==> config.mk <==
export PLATFORM = sky130hd
export DESIGN_NAME = oc_unit
export DESIGN_NICKNAME = d
export VERILOG_FILES = /design/src/rtl/oc_unit.sv
export SDC_FILE = /design/constraint.sdc
export NUM_CORES = 1
export LEC_CHECK = 0
export BUFFER_PORTS_ARGS = -buffer_cell sky130_fd_sc_hd__buf_2
export CAP_MARGIN = 20
export CORE_MARGIN = 2
export CORE_UTILIZATION = 44
export DETAILED_ROUTE_END_ITERATION = 10
export SKIP_LAST_GASP = 1
export SLEW_MARGIN = 40
export SYNTH_ARGS = -nofsm -noshare
export SYNTH_HDL_FRONTEND = slang
export SYNTH_SLANG_ARGS = --single-unit
==> constraint.sdc <==
create_clock -name clk -period 5.51 [get_ports clk]
set_input_delay 0.551 -clock clk [delete_from_list [all_inputs] [get_ports clk]]
set_output_delay 0.551 -clock clk [all_outputs]
set_load 0.02 [all_outputs]
==> src/rtl/oc_unit.sv <==
module oc_unit #(
  parameter int CW = 16
) (
  input  logic          clk,
  input  logic          rst_n,
  input  logic          tick,
  input  logic [CW-1:0] cnt,
  input  logic          wr_en,
  input  logic [3:0]    addr,
  input  logic [CW-1:0] wdata,
  output logic [CW-1:0] rdata,
  output logic [7:0]    pins,
  output logic [7:0]    irq
);
  localparam int NCH = 8;

  logic [CW-1:0] cmp [NCH];
  logic [7:0]    en, ien, flg, msk7, dat7, match, frc, hit, pins_nx;
  logic [13:0]   act;

  assign frc = (wr_en && addr == 4'd14) ? (wdata[7:0] & en) : 8'h00;

  genvar g;
  generate
    for (g = 0; g < NCH; g++) begin : g_cmp
      assign match[g] = tick & en[g] & (cnt == cmp[g]);
      always_ff @(posedge clk) begin
        if (!rst_n) cmp[g] <= '0;
        else if (wr_en && addr == 4'(g)) cmp[g] <= wdata;
      end
    end
  endgenerate

  assign hit = match | frc;

  always_comb begin
    pins_nx = pins;
    for (int i = 0; i < NCH - 1; i++) begin
      if (hit[i]) begin
        case (act[2*i +: 2])
          2'b01:   pins_nx[i] = ~pins[i];
          2'b10:   pins_nx[i] = 1'b0;
          2'b11:   pins_nx[i] = 1'b1;
          default: pins_nx[i] = pins[i];
        endcase
      end
    end
    if (hit[7]) pins_nx = (pins_nx & ~msk7) | (dat7 & msk7);
  end

  always_ff @(posedge clk) begin
    if (!rst_n) begin
      en <= '0; ien <= '0; flg <= '0; msk7 <= '0; dat7 <= '0; act <= '0; pins <= '0;
    end else begin
      pins <= pins_nx;
      flg  <= (flg & ~((wr_en && addr == 4'd12) ? wdata[7:0] : 8'h00)) | (match & ~frc);
      if (wr_en) begin
        case (addr)
          4'd8:  en  <= wdata[7:0];
          4'd9:  act[7:0] <= wdata[7:0];
          4'd10: act[13:8] <= wdata[5:0];
          4'd11: begin msk7 <= wdata[7:0]; dat7 <= wdata[15:8]; end
          4'd13: ien <= wdata[7:0];
          default: ;
        endcase
      end
    end
  end

  assign irq = flg & ien;

  always_comb begin
    case (addr)
      4'd8:    rdata = CW'(en);
      4'd9:    rdata = CW'(act[7:0]);
      4'd10:   rdata = CW'(act[13:8]);
      4'd11:   rdata = CW'({dat7, msk7});
      4'd12:   rdata = CW'(flg);
      4'd13:   rdata = CW'(ien);
      4'd14:   rdata = '0;
      4'd15:   rdata = CW'(pins);
      default: rdata = cmp[addr[2:0]];
    endcase
  end

  a_r3_no_flag_without_tick: assert property (@(posedge clk) disable iff (!rst_n)
    !tick |=> ((flg & ~$past(flg)) == 8'h00));

  a_r2_disabled_never_flags: assert property (@(posedge clk) disable iff (!rst_n)
    1'b1 |=> ((flg & ~$past(flg) & ~$past(en)) == 8'h00));

  a_r9_pins_idle_stable: assert property (@(posedge clk) disable iff (!rst_n)
    (!tick && !(wr_en && addr == 4'd14)) |=> $stable(pins));

  a_r6_ch7_masked_pins: assert property (@(posedge clk) disable iff (!rst_n)
    hit[7] |=> ((pins & $past(msk7)) == ($past(dat7) & $past(msk7))));

  a_r10_force_reads_zero: assert property (@(posedge clk) disable iff (!rst_n)
    (addr == 4'd14) |-> (rdata == '0));
endmodule

# [Word-level counts from Yosys, hierarchy flattened]
# Memory sizes are Yosys's and may differ from the RTL's.
# Cells that the tools add are included.
[totals] reg_bits=62 mem_bits_rw=128 inputBits=40 out_inout_bits=32 wordCells=164 memories=1
[memory_table] name="cmp" words=8 width=16 rd=9 rd_clocked_by_memory_dff=0 wr=8 line_no="17" rtl="logic [CW-1:0] cmp [NCH];"
[op_classes] eq_ne=44 mux=51 bitwise_logic=43 n_reduce_logical=16
[ops] cell="$eq A16 B16 Y1" count=8
[ops] cell="$mux W16" count=8
[ops] cell="$pmux W16 S8" count=1
[ops] cell="$and A8 B8 Y8" count=6
[ops] cell="$eq A4 B4 Y1 const B" count=8
[ops] cell="$mux W1" count=32
[ops] cell="$eq A2 B2 Y1 const B" count=14
[ops] cell="$not A8 Y8" count=3
[ops] cell="$or A8 B8 Y8" count=3
[ops] cell="$pmux W1 S3" count=7
[ops] cell="$and A1 B1 Y1" count=16
[ops] cell="$eq A4 B3 Y1 const B" count=4
[ops] cell="$mux W8" count=2
[ops] cell="$eq A2 B1 Y1 const B" count=7
[ops] cell="$logic_and A1 B1 Y1" count=10
[ops] cell="$reduce_and A2 Y1" count=5
[ops] cell="$eq A4 B2 Y1 const B" count=2
[ops] cell="$or A1 B1 Y1" count=8
[ops] cell="$mux W7" count=1
[ops] cell="$not A1 Y1" count=7
[ops] cell="$eq A4 B1 Y1 const B" count=1
[ops] cell="$logic_not A4 Y1" count=1

# [Logic depth before layout (Yosys ltp)]
[depth] ltp_word=8 ltp_mapped=9 ltp_nobuf=6

# [Worst setup path before layout]
# OpenSTA, ideal clock, no wires.
[synth_timing] path_kind="input -> register" start="input addr[2]" end="memory cmp[2][0], enable pin" setup_ns=0.411 arrival_ns=2.612 required_time_ns=5.099 setup_slack_ns=2.487 stages=5 path_buffers=3 cell_sequence="buf_2 > buf_2 > clkbuf_1 > or2_2 > o21ai_0"
[synth_lines] item="start, declared" line_no="9" rtl="input logic [3:0] addr,"
[synth_lines] item="end, declared" line_no="17"

# [Worst setup path after layout]
[layout_timing] start="input addr[1]" end="output rdata[12]"
[layout_via] elab_chain_cells=2 elab_cells_between_ends=10 cone_classes="8 x eq/ne; 1 x mux; 1 x memory"
[layout_lines] item="$mem_v2 Z8 W16 or $eq A4 B4 Y1 (tied branches)"
[layout_lines] item="$pmux W16 S8 *" line_no="73" rtl="case (addr)"
[layout_lines] item="end, declared" line_no="11" rtl="output logic [CW-1:0] rdata,"
# Every way passes the cells marked *; elsewhere a longest branch is shown, timed or not.

==> implementation parameters <==
Parameter                              Value

Setup path
  Data arrival time of the critical path    2720 ps
  Worst Setup End Kind    output port
  CP max FO    23
  Worst setup SP type    input port
  Critical path data required time    4960 ps
  Worst setup path class    in -> out

Layout
  Synthesis-to-finish area growth    11.0%
  Leading cell types in the layout, fill and taps excluded    sky130_fd_sc_hd__and2_1, sky130_fd_sc_hd__edfxtp_1, sky130_fd_sc_hd__xnor2_1
  Most common cell after layout, fill and taps aside    sky130_fd_sc_hd__and2_1
  # nets final    1074
  Layout cells sized above 1    0.174
  Final non-filler cell area    0.0121 mm2
  Total inserted antenna cells    0

Synth
  Synthesized net count    1040
  Main synth FF type    sky130_fd_sc_hd__edfxtp_1
  Total standard cell area after synthesis    0.0109 mm2
  Number of standard cells after synthesis    1000
  Flip-flop and latch count after synthesis    190
  Syn_area_per_cell    10.9 um2
  Post-synth EDFFs    128
  Synth unique cells    50
  Sequential fraction of the synthesis area    0.468
  Count of synthesis-stage warnings from yosys    0
  FFs w/ async S/R, synth    0

Clock tree
  Post-CTS Resized    0
  H-tree levels    4
  Setup bufs post-CTS    0
  Hold Buf Count CTS    0
  Clock slew seen by the registers of the worst setup and hold paths    70 ps
  Clock Latency Late Sink    450 ps
  CTS tree    done
  Number of buffers inserted during clock tree synthesis    17
  Clock Sinks    190
  Clock Tree Buf Depth    2
  Clock root buffer    sky130_fd_sc_hd__clkbuf_16

GRT
  Vias in the first global route    7887
  Maximum number of pins on one net before global-route repair    71
  Residual overflow from global routing    0
  Number of antenna violations at the first check in global routing    0
  Global-route usage over all layers    0.286
  Wire length of the first global-routing pass    53.4 mm

Status
  Status    completed

Placed design
  Post-DP HPWL    25.9 mm
  Final weighted congestion in routability-driven placement    0.936
  Port Buffer Count    71
  Placed standard-cell area    0.0114 mm2

Power and ir drop
  Max rail drop VDD    0.216 mV
  Final Total Pwr    3.46 mW
  Leakage component of the power    4.01 nW
  PD cells    287 mW/mm2

Timing
  Final critical-path required period    3270 ps
  Highest clock rate    0.306 GHz
  Count of final hold-check violations    0
  Number of pins with negative max-slew slack in the final report    0
  Transition time at the pin with the least slew margin    826 ps
  Sum Neg Setup Slack    0 ps
  Setup repair after global routing missed its margin    no
  Final setup violation count    0
  Worst Clk Skew    14.9 ps
  Headroom to the max-slew limit    0.445
  Share of the clock period used by the worst path after layout    0.593
  Hold slack final    484 ps

Hold path
  Hold/Removal Path Class    reg -> reg

Floorplanning
  Die height    161 um
  Die outline width    161 um
  Core region area    0.0243 mm2
  Die Outline Area    0.0260 mm2
  Initial core utilization    0.447
  Count of pins on the block boundary    72
  Num rows    57

Job
  Number of max-capacitance violations reported    0

Detailed routing
  Drt first-iter violations    1103
  Remaining routing DRC violations    0
  Drt total wl    36.8 mm
  TritonRoute pass-1 iters    6
  Avg Vias per Cell    6.04
  Antenna-violating nets left    0
  Final routed wire length divided by cell count    26.8 um
  Via total after detailed routing    8280
[synth_stat cells, types with 4 or more instances]
master,number,share of area
sky130_fd_sc_hd__and2_1,154,0.089
sky130_fd_sc_hd__edfxtp_1,128,0.35
sky130_fd_sc_hd__xnor2_1,121,0.097
sky130_fd_sc_hd__nand2_1,89,0.031
sky130_fd_sc_hd__dfxtp_1,62,0.11
sky130_fd_sc_hd__mux2i_1,46,0.042
sky130_fd_sc_hd__nor2b_1,42,0.024
sky130_fd_sc_hd__mux4_2,34,0.070
sky130_fd_sc_hd__clkbuf_1,33,0.011
sky130_fd_sc_hd__o21ai_0,33,0.015
sky130_fd_sc_hd__nand4_1,32,0.018
sky130_fd_sc_hd__nor2_1,32,0.011
sky130_fd_sc_hd__buf_2,31,0.014
sky130_fd_sc_hd__a21boi_0,16,0.011
sky130_fd_sc_hd__nand3_1,15,0.0069
sky130_fd_sc_hd__nor3_1,14,0.0064
sky130_fd_sc_hd__mux2_2,11,0.011
sky130_fd_sc_hd__nand2b_1,9,0.0052
sky130_fd_sc_hd__a22oi_1,8,0.0055
sky130_fd_sc_hd__a32oi_1,8,0.0064
sky130_fd_sc_hd__o221ai_1,8,0.0064
sky130_fd_sc_hd__nor4_1,7,0.0040
sky130_fd_sc_hd__xor2_1,7,0.0056
sky130_fd_sc_hd__a21oi_1,6,0.0028
sky130_fd_sc_hd__o22ai_1,6,0.0035
sky130_fd_sc_hd__inv_1,5,0.0017
sky130_fd_sc_hd__o32ai_1,5,0.0040
sky130_fd_sc_hd__o31ai_1,4,0.0028
[cells by family (layout without fill, tap and decap cells)]
| kind of cell | Yosys count | in the layout | synth area share |
|---|---|---|---|
| mux | 91 | 91 | 0.124 |
| simple gates | 407 | 407 | 0.205 |
| buf+inv | 76 | 123 | 0.0319 |
| xor+xnor | 128 | 128 | 0.103 |
| flops | 190 | 190 | 0.468 |
| compound gates | 108 | 108 | 0.0679 |
[critical path, cell delays in order]
cell	delay, ps
sky130_fd_sc_hd__buf_2	430
sky130_fd_sc_hd__buf_4	430
sky130_fd_sc_hd__and3_1	470
sky130_fd_sc_hd__a22oi_1	140
sky130_fd_sc_hd__o21ai_0	410
sky130_fd_sc_hd__buf_2	260
[area by class of cell]
cell class                      count  area, um2
Sequential cell                   190       5080
Clock buffer                       17        425
Timing Repair Buffer               85        465
Inverter                            6       22.5
Tap cell                          324        405
Fill cell                        2178      12200
Multi-Input combinational cell    734       5470
Clock inverter                     15        196
[routing by layer]
layer	vias to the layer above	wire length, um	GRT usage
met1	4104	15400	0.410
met2	471	16500	0.435
met4	0	1240	0.0986
li1	3628	-	-
met3	77	3670	0.0570
met5	-	0	0
[where the power goes]
group	internal, mW	switching (mW)	total (mW)
logic	0.185	0.286	0.471
registers	1.59	0.0697	1.66
clock network	0.697	0.638	1.34
total	2.47	0.994	3.46
[worst paths after layout]
kind                  start   endpoint  slack [ps]  depth (start not counted)
setup / recovery    addr[1]  rdata[12]        2240                          6
hold / removal      msk7[5]    msk7[5]         480                          2
setup reg to reg  cmp[2][2]    pins[2]        3160                          6
hold reg to reg     msk7[5]    msk7[5]         480                          2
[registers in the layout, summed over array words and instances, names as in the netlist, named ones only]
register	count
cmp	128
ien	8
flg	8
msk7	8
pins	7
en	8
dat7	8
act	14
[metrics by stage]
step,utilization,setup slack (ps),instances
finish,0.496,2240,1371
global route,0.496,2170,1371
CTS,0.496,1970,1371
detailed placement,0.470,1980,1339
global placement,0.469,2030,1339
floorplan,-,2490,1000
Note: power is estimated with default switching activity, not from simulation.
